<file path="src/rtl/wdg_pkg.sv">
package wdg_pkg;
  localparam logic [3:0]  ADDR_CFG  = 4'h0;
  localparam logic [3:0]  ADDR_STAT = 4'h4;
  localparam logic [3:0]  ADDR_CMD  = 4'h8;
  localparam logic [3:0]  ADDR_KEY  = 4'hC;
  localparam logic [15:0] UNLOCK_KEY = 16'hC45A;
  localparam int FIQ_STAGE = 2;
  localparam int STAGE_LSB = 4;

  typedef struct packed {
    logic       pmcEn;
    logic       sysEn;
    logic       fiqEn;
    logic       intEn;
    logic       periodic;
    logic [3:0] src;
  } wdgCfg_t;

  typedef struct packed {
    logic start;
    logic stop;
    logic clrPend;
  } wdgStrobe_t;
endpackage

</file>
<file path="src/rtl/wdg_ctrl.sv">
module wdg_ctrl
  import wdg_pkg::*;
#(
  parameter int STAGE_W = 2
) (
  input  logic               clk,
  input  logic               rstN,
  input  logic               wrEn,
  input  logic [3:0]         addr,
  input  logic [31:0]        wrData,
  input  logic               running,
  input  logic               pending,
  input  logic [STAGE_W-1:0] stage,
  output wdgCfg_t            cfg,
  output wdgStrobe_t         strobe,
  output logic [31:0]        rdData
);
  logic keyOk;
  logic cmdWr;
  logic keyWr;

  assign cmdWr = wrEn && (addr == ADDR_CMD);
  assign keyWr = wrEn && (addr == ADDR_KEY);

  always_comb begin
    strobe.stop    = cmdWr && wrData[1] && keyOk;
    strobe.start   = cmdWr && wrData[0] && !strobe.stop;
    strobe.clrPend = wrEn && (addr == ADDR_STAT) && wrData[1];
  end

  always_ff @(posedge clk or negedge rstN) begin
    if (!rstN) begin
      keyOk <= 1'b0;
      cfg   <= '0;
    end else begin
      if (keyWr)      keyOk <= (wrData[15:0] == UNLOCK_KEY);
      else if (cmdWr) keyOk <= 1'b0;
      if (wrEn && (addr == ADDR_CFG)) begin
        cfg.src      <= wrData[3:0];
        cfg.periodic <= wrData[4];
        cfg.intEn    <= wrData[12];
        cfg.fiqEn    <= wrData[13];
        cfg.sysEn    <= wrData[14];
        cfg.pmcEn    <= wrData[15];
      end
    end
  end

  always_comb begin
    rdData = '0;
    case (addr)
      ADDR_CFG: begin
        rdData[3:0] = cfg.src;
        rdData[4]   = cfg.periodic;
        rdData[12]  = cfg.intEn;
        rdData[13]  = cfg.fiqEn;
        rdData[14]  = cfg.sysEn;
        rdData[15]  = cfg.pmcEn;
      end
      ADDR_STAT: begin
        rdData[0] = running;
        rdData[1] = pending;
        rdData[STAGE_LSB +: STAGE_W] = stage;
      end
      default: rdData = '0;
    endcase
  end

  // a command write always leaves the key disarmed
  p_key_consumed_r3: assert property (@(posedge clk) disable iff (!rstN)
    cmdWr |=> !keyOk);
  // the correct key arms
  p_key_arms_r3: assert property (@(posedge clk) disable iff (!rstN)
    (keyWr && wrData[15:0] == UNLOCK_KEY) |=> keyOk);
endmodule

</file>
<file path="src/rtl/wdg_core.sv">
module wdg_core
  import wdg_pkg::*;
#(
  parameter int NUM_SRC   = 4,
  parameter int RST_STAGE = 3,
  parameter int STAGE_W   = 2
) (
  input  logic               clk,
  input  logic               rstN,
  input  wdgCfg_t            cfg,
  input  wdgStrobe_t         strobe,
  input  logic [NUM_SRC-1:0] tickIn,
  output logic               running,
  output logic               pending,
  output logic [STAGE_W-1:0] stage,
  output logic               intOut,
  output logic               fiqOut,
  output logic               sysRstOut,
  output logic               pmcRstOut
);
  localparam logic [STAGE_W-1:0] STAGE_MAX = STAGE_W'(RST_STAGE);
  localparam logic [STAGE_W-1:0] STAGE_FIQ = STAGE_W'(FIQ_STAGE);

  logic [NUM_SRC-1:0] selVec;
  logic               tickSel;
  logic               countHit;

  for (genvar g = 0; g < NUM_SRC; g++) begin : g_srcSel
    assign selVec[g] = tickIn[g] && (cfg.src == 4'(g));
  end

  assign tickSel  = |selVec;
  assign countHit = running && tickSel;

  always_ff @(posedge clk or negedge rstN) begin
    if (!rstN) begin
      running <= 1'b0;
      stage   <= '0;
    end else if (strobe.stop) begin
      running <= 1'b0;
      stage   <= '0;
    end else if (strobe.start) begin
      running <= 1'b1;
      stage   <= '0;
    end else if (countHit) begin
      if (stage != STAGE_MAX) stage <= stage + 1'b1;
      if (!cfg.periodic) running <= 1'b0;
    end
  end

  always_ff @(posedge clk or negedge rstN) begin
    if (!rstN)               pending <= 1'b0;
    else if (countHit)       pending <= 1'b1;
    else if (strobe.clrPend) pending <= 1'b0;
  end

  always_ff @(posedge clk or negedge rstN) begin
    if (!rstN) begin
      sysRstOut <= 1'b0;
      pmcRstOut <= 1'b0;
    end else if (stage == STAGE_MAX) begin
      if (cfg.sysEn) sysRstOut <= 1'b1;
      if (cfg.pmcEn) pmcRstOut <= 1'b1;
    end
  end

  assign intOut = pending && cfg.intEn;
  assign fiqOut = cfg.fiqEn && (stage >= STAGE_FIQ);

  // stage never passes the final stage
  p_stage_sat_r5: assert property (@(posedge clk) disable iff (!rstN)
    stage <= STAGE_MAX);
  // the stage moves only by one step up or back to zero
  p_stage_step_r5: assert property (@(posedge clk) disable iff (!rstN)
    (stage != $past(stage)) |-> (stage == '0 || stage == STAGE_W'($past(stage) + 1'b1)));
  // no stage change while stopped and no command arrives
  p_idle_hold_r4: assert property (@(posedge clk) disable iff (!rstN)
    (!running && !strobe.start && !strobe.stop) |=> $stable(stage));
  // reset requests are sticky
  p_sys_sticky_r8: assert property (@(posedge clk) disable iff (!rstN)
    sysRstOut |=> sysRstOut);
  p_pmc_sticky_r8: assert property (@(posedge clk) disable iff (!rstN)
    pmcRstOut |=> pmcRstOut);
  // a counted expiry leaves pending set
  p_pend_set_r6: assert property (@(posedge clk) disable iff (!rstN)
    countHit |=> pending);
endmodule

</file>
<file path="src/rtl/wdg_top.sv">
module wdg_top
  import wdg_pkg::*;
#(
  parameter int NUM_SRC   = 4,
  parameter int RST_STAGE = 3
) (
  input  logic               clk,
  input  logic               rstN,
  input  logic               wrEn,
  input  logic [3:0]         addr,
  input  logic [31:0]        wrData,
  output logic [31:0]        rdData,
  input  logic [NUM_SRC-1:0] tickIn,
  output logic               intOut,
  output logic               fiqOut,
  output logic               sysRstOut,
  output logic               pmcRstOut
);
  localparam int STAGE_W = $clog2(RST_STAGE + 1);

  wdgCfg_t            cfg;
  wdgStrobe_t         strobe;
  logic               running;
  logic               pending;
  logic [STAGE_W-1:0] stage;

  wdg_ctrl #(.STAGE_W(STAGE_W)) i_ctrl (
    .clk(clk), .rstN(rstN), .wrEn(wrEn), .addr(addr), .wrData(wrData),
    .running(running), .pending(pending), .stage(stage),
    .cfg(cfg), .strobe(strobe), .rdData(rdData)
  );

  wdg_core #(.NUM_SRC(NUM_SRC), .RST_STAGE(RST_STAGE), .STAGE_W(STAGE_W)) i_core (
    .clk(clk), .rstN(rstN), .cfg(cfg), .strobe(strobe), .tickIn(tickIn),
    .running(running), .pending(pending), .stage(stage),
    .intOut(intOut), .fiqOut(fiqOut), .sysRstOut(sysRstOut), .pmcRstOut(pmcRstOut)
  );
endmodule

</file>
<file path="config.mk">
export PLATFORM = sky130hd
export DESIGN_NAME = wdg_top
export DESIGN_NICKNAME = d
export VERILOG_FILES = /design/src/rtl/wdg_pkg.sv /design/src/rtl/wdg_ctrl.sv /design/src/rtl/wdg_core.sv /design/src/rtl/wdg_top.sv
export SDC_FILE = /design/constraint.sdc
export NUM_CORES = 1
export LEC_CHECK = 0
export BUFFER_PORTS_ARGS = -buffer_cell sky130_fd_sc_hd__buf_2
export CORE_ASPECT_RATIO = 0.8
export CORE_MARGIN = 10
export CORE_UTILIZATION = 40
export DETAILED_ROUTE_END_ITERATION = 8
export PLACE_DENSITY = 0.83
export SLEW_MARGIN = 25
export SYNTH_ARGS = -nofsm -noshare
export SYNTH_HDL_FRONTEND = slang
export SYNTH_HIERARCHICAL = 1
export SYNTH_SLANG_ARGS = --single-unit
</file>
<file path="constraint.sdc">
create_clock -name clk -period 1.5 [get_ports clk]
set_clock_uncertainty 0.1 [all_clocks]
set_input_delay 0.225 -clock clk [delete_from_list [all_inputs] [get_ports clk]]
set_output_delay 0.225 -clock clk [all_outputs]
set_load 0.02 [all_outputs]
</file>
==> results.py <==
metrics = {
    "cts": {
        "clk_pin_slew_ns": 0.09,
        "clock-root-buffer": "clkbuf_4",
        "tritoncts": "yes",
        "numCtsBuffers": 3,
        "htreeDepth": 1,
        "clock_latency_ns": 0.28,
        "cts_buffer_depth": 2,
        "cts.sinks": 16,
    },
    "route": {
        "drt_iter0_drc": 74,
        "ant_nets": 0,
        "routedWlPerCell_um": 15.74,
        "dr.pass1.iters": 4,
        "vias_per_cell": 4.801,
        "num_vias": 917,
        "wl_um": 3007,
        "drc": 0,
    },
    "setup_path": {
        "cp_slowest_cell": "dfrtp_1",
        "timing.critical_path.fanout_max": 2,
        "rr_endpoint": "i_core/stage[0]",
        "worst-setup-path-type": "register to primary output",
        "cp_cell_sequence": "ha_4 -> o21a_1 -> buf_6",
        "cp_top_family": "flip-flops",
        "cp.arrival_ns": 1.21,
        "ff2ff_path_depth": 4,
        "ff2ff_setup_slack_ns": 0.03,
        "cp-start-kind": "register",
        "cp_num_buf_inv": 1,
        "critical-path-max-stage-delay_ns": 0.44,
        "r2r_start": "i_core/stage[1]",
        "cp-end-kind": "primary output",
        "worst_ep_required_time_ns": 1.17,
    },
    "timing": {
        "slew_violations": 0,
        "final.setup.worst_slack_ns": -0.03937,
        "finalCritPeriodShare_pct": 102.6,
        "max_freq_mhz": 649.6,
        "setup_viol": 1,
        "setup-tns-final_ns": -0.03937,
        "min_period_ns": 1.539,
        "hold_viol": 0,
        "rsz0062_at_grt": "yes",
    },
    "power_and_ir_drop": {
        "pwr-share-clk_pct": 17.3,
        "switching_share_pct": 36.76,
        "ir_drop_mv": 0.6548,
        "p_switching_mw": 0.5876,
        "p_per_area_nw_per_um2": 1158,
        "p_int_mw": 1.011,
        "power_frac_seq_pct": 41.6,
        "p_comb_share_pct": 41.1,
        "static-leakage-power_nw": 0.7160,
        "power_mw": 1.599,
    },
    "floorplanning": {
        "die_y_um": 66.72,
        "core_area_sq_um": 2522,
        "rows": 16,
        "ios": 79,
        "dieArea_sq_um": 5230,
        "initial_core_util_pct": 43.25,
        "dieWidth_um": 78.39,
    },
    "global_routing": {
        "grt-ovfl-total": 0,
        "grt_antenna_before_repair": 0,
        "grtUsageTotal_pct": 11.02,
        "grt_max_degree": 17,
        "grt_pass1_wl_um": 4664,
        "first_global_vias": 1039,
    },
    "hold_path": {
        "hp-start": "wrData[15]",
        "hp-class": "primary input to register",
        "hold_depth": 2,
        "min_to": "i_ctrl/cfg[8]",
    },
    "logic_synthesis": {
        "synth_top_area_share_pct": 36.70,
        "synthTopCellsByArea": "dfrtp_1 37%, buf_4 15%, mux2_2 10%, mux2i_1 4.6%, and2_2 4.1%",
        "synth_most_common_cell": "buf_4",
        "synth_common_cells": "22 x buf_4, 16 x dfrtp_1, 10 x mux2_2",
        "synth_edf_count": 0,
        "syn_area_sq_um": 1091,
        "syn_avg_cell_area_sq_um": 10.20,
        "async_reset_ff_share_pct": 100.0,
        "synth-main-ff-cell": "dfrtp_1",
        "ys_warn_count": 6,
        "synth_area_leader_cell": "dfrtp_1",
        "syn_inst": 107,
        "yosys_register_bits": 16,
        "yosysSeqAreaShare_pct": 36.70,
        "synth.distinct_cells": 33,
    },
    "run": {
        "drv_cap": 0,
    },
    "finish": {
        "register_area_sq_um": 401.6,
        "num-nets-final": 201,
        "n_antenna_cell": 0,
        "drive_above_1_share_pct": 49.03,
        "fill_cells": 237,
        "multi_input_area_sq_um": 616.8,
        "syn_to_final_growth_pct": 26.49,
    },
    "outcome": {
        "violations": "setup timing",
        "outcome": "finished with violations",
    },
    "place": {
        "port_buffers": 40,
        "post-place-ws_ns": -0.03006,
        "dp_hpwl_um": 2436,
        "place.gp.congestion": 0.7964,
    },
}
[cell families (layout without fill, tap and decap cells)]
logic type / after synthesis / after routing / share of synthesized area, %
fa+ha+maj: 2 / 2 / 2.293
simple gates: 37 / 37 / 22.02
flops: 16 / 16 / 36.70
buf+inv: 27 / 54 / 16.97
compound gates: 8 / 8 / 5.389
other cells: 1 / 22 / 0.3437
mux: 16 / 16 / 16.28
[state kept, by name (all words and copies together), names as in the netlist]
register and flops:
i_core/pending 1, i_core/pmcRstOut 1, i_core/running 1, i_core/stage 2, i_core/sysRstOut 1, i_ctrl/cfg 9
i_ctrl/keyOk 1
[metal layers]
| metal | global-route usage, % | up-vias | part of all wire (%) |
|---|---|---|---|
| li1 | - | 423 | - |
| met1 | 11.35 | 431 | 37 |
| met2 | 17.21 | 57 | 46 |
| met3 | 7.105 | 6 | 14 |
| met4 | 5.580 | 0 | 2.2 |
| met5 | 0 | - | 0 |
[cells in the final DEF, fill, tap and decap left out, types with 2 or more instances in the layout]
master    instances
a21o_1            2
and2_2            6
buf_2            36
buf_4             7
buf_6             2
clkbuf_4          3
conb_1           22
dfrtp_1          15
inv_1             3
mux2_2            9
mux2_4            2
mux2i_1           5
nand2_1           7
nand3_1           2
nor2_1            5
nor3_1            3
nor4b_1           2
[worst reg2reg max path: cells and delay by family, from the launching register on]
kind | cells | cell delay (ns)
mux | 1 | 0.22
simple gates | 1 | 0.23
buf+inv | 1 | 0.17
fa+ha+maj | 1 | 0.25
flops | 1 | 0.44
[through the flow]
stage | hold slack, ns | area, sq um | util [%] | std cells
5_1_grt | 0.06519 | 1380 | 54.71 | 191
6_report | 0.08403 | 1380 | 54.71 | 191
3_3_place_gp | 0.04526 | 1260 | 49.95 | 183
2_1_floorplan | -0.1706 | 1170 | - | 128
3_5_place_dp | 0.05792 | 1260 | 49.95 | 183
4_1_cts | 0.08118 | 1341 | 53.17 | 190
[power groups by stage]
stage | registers (mW) | clock network, mW | logic [mW]
floorplan | 0.667 | 0 | 0.376
global placement | 0.657 | 0 | 0.493
CTS | 0.654 | 0.283 | 0.598
finish | 0.665 | 0.277 | 0.657
detailed placement | 0.674 | 0 | 0.522
global route | 0.684 | 0.316 | 0.722
[cell type report]
type | instances | area share (%)
timing repair buffer | 46 | 19.22
multi-input combinational | 85 | 44.70
clock buffer | 4 | 2.629
tap | 36 | 3.264
inverter | 4 | 1.088
sequential | 16 | 29.10
[worst max path at each step]
stage                    start        end  slack, ns  depth (start not counted)
2_1_floorplan          addr[1]  rdData[0]       0.11                          2
4_1_cts        i_core/stage[0]     fiqOut      -0.02                          4
3_3_place_gp           addr[1]  rdData[5]     -0.005                          4
6_report       i_core/stage[1]     fiqOut      -0.04                          3
3_5_place_dp           addr[1]  rdData[0]      -0.03                          4
5_1_grt        i_core/stage[0]     fiqOut       -0.1                          4
[what timing repair did]
item / CTS / global route
setup buffers: 2 / 1
endpoints found under the setup margin: 4 / 7
hold buffers: 1 / 0
endpoints found under the hold margin: 16 / 0
resized for setup: 8 / 8
pin swaps: 0 / 5
No activity file was read; power rests on OpenSTA's default activity.
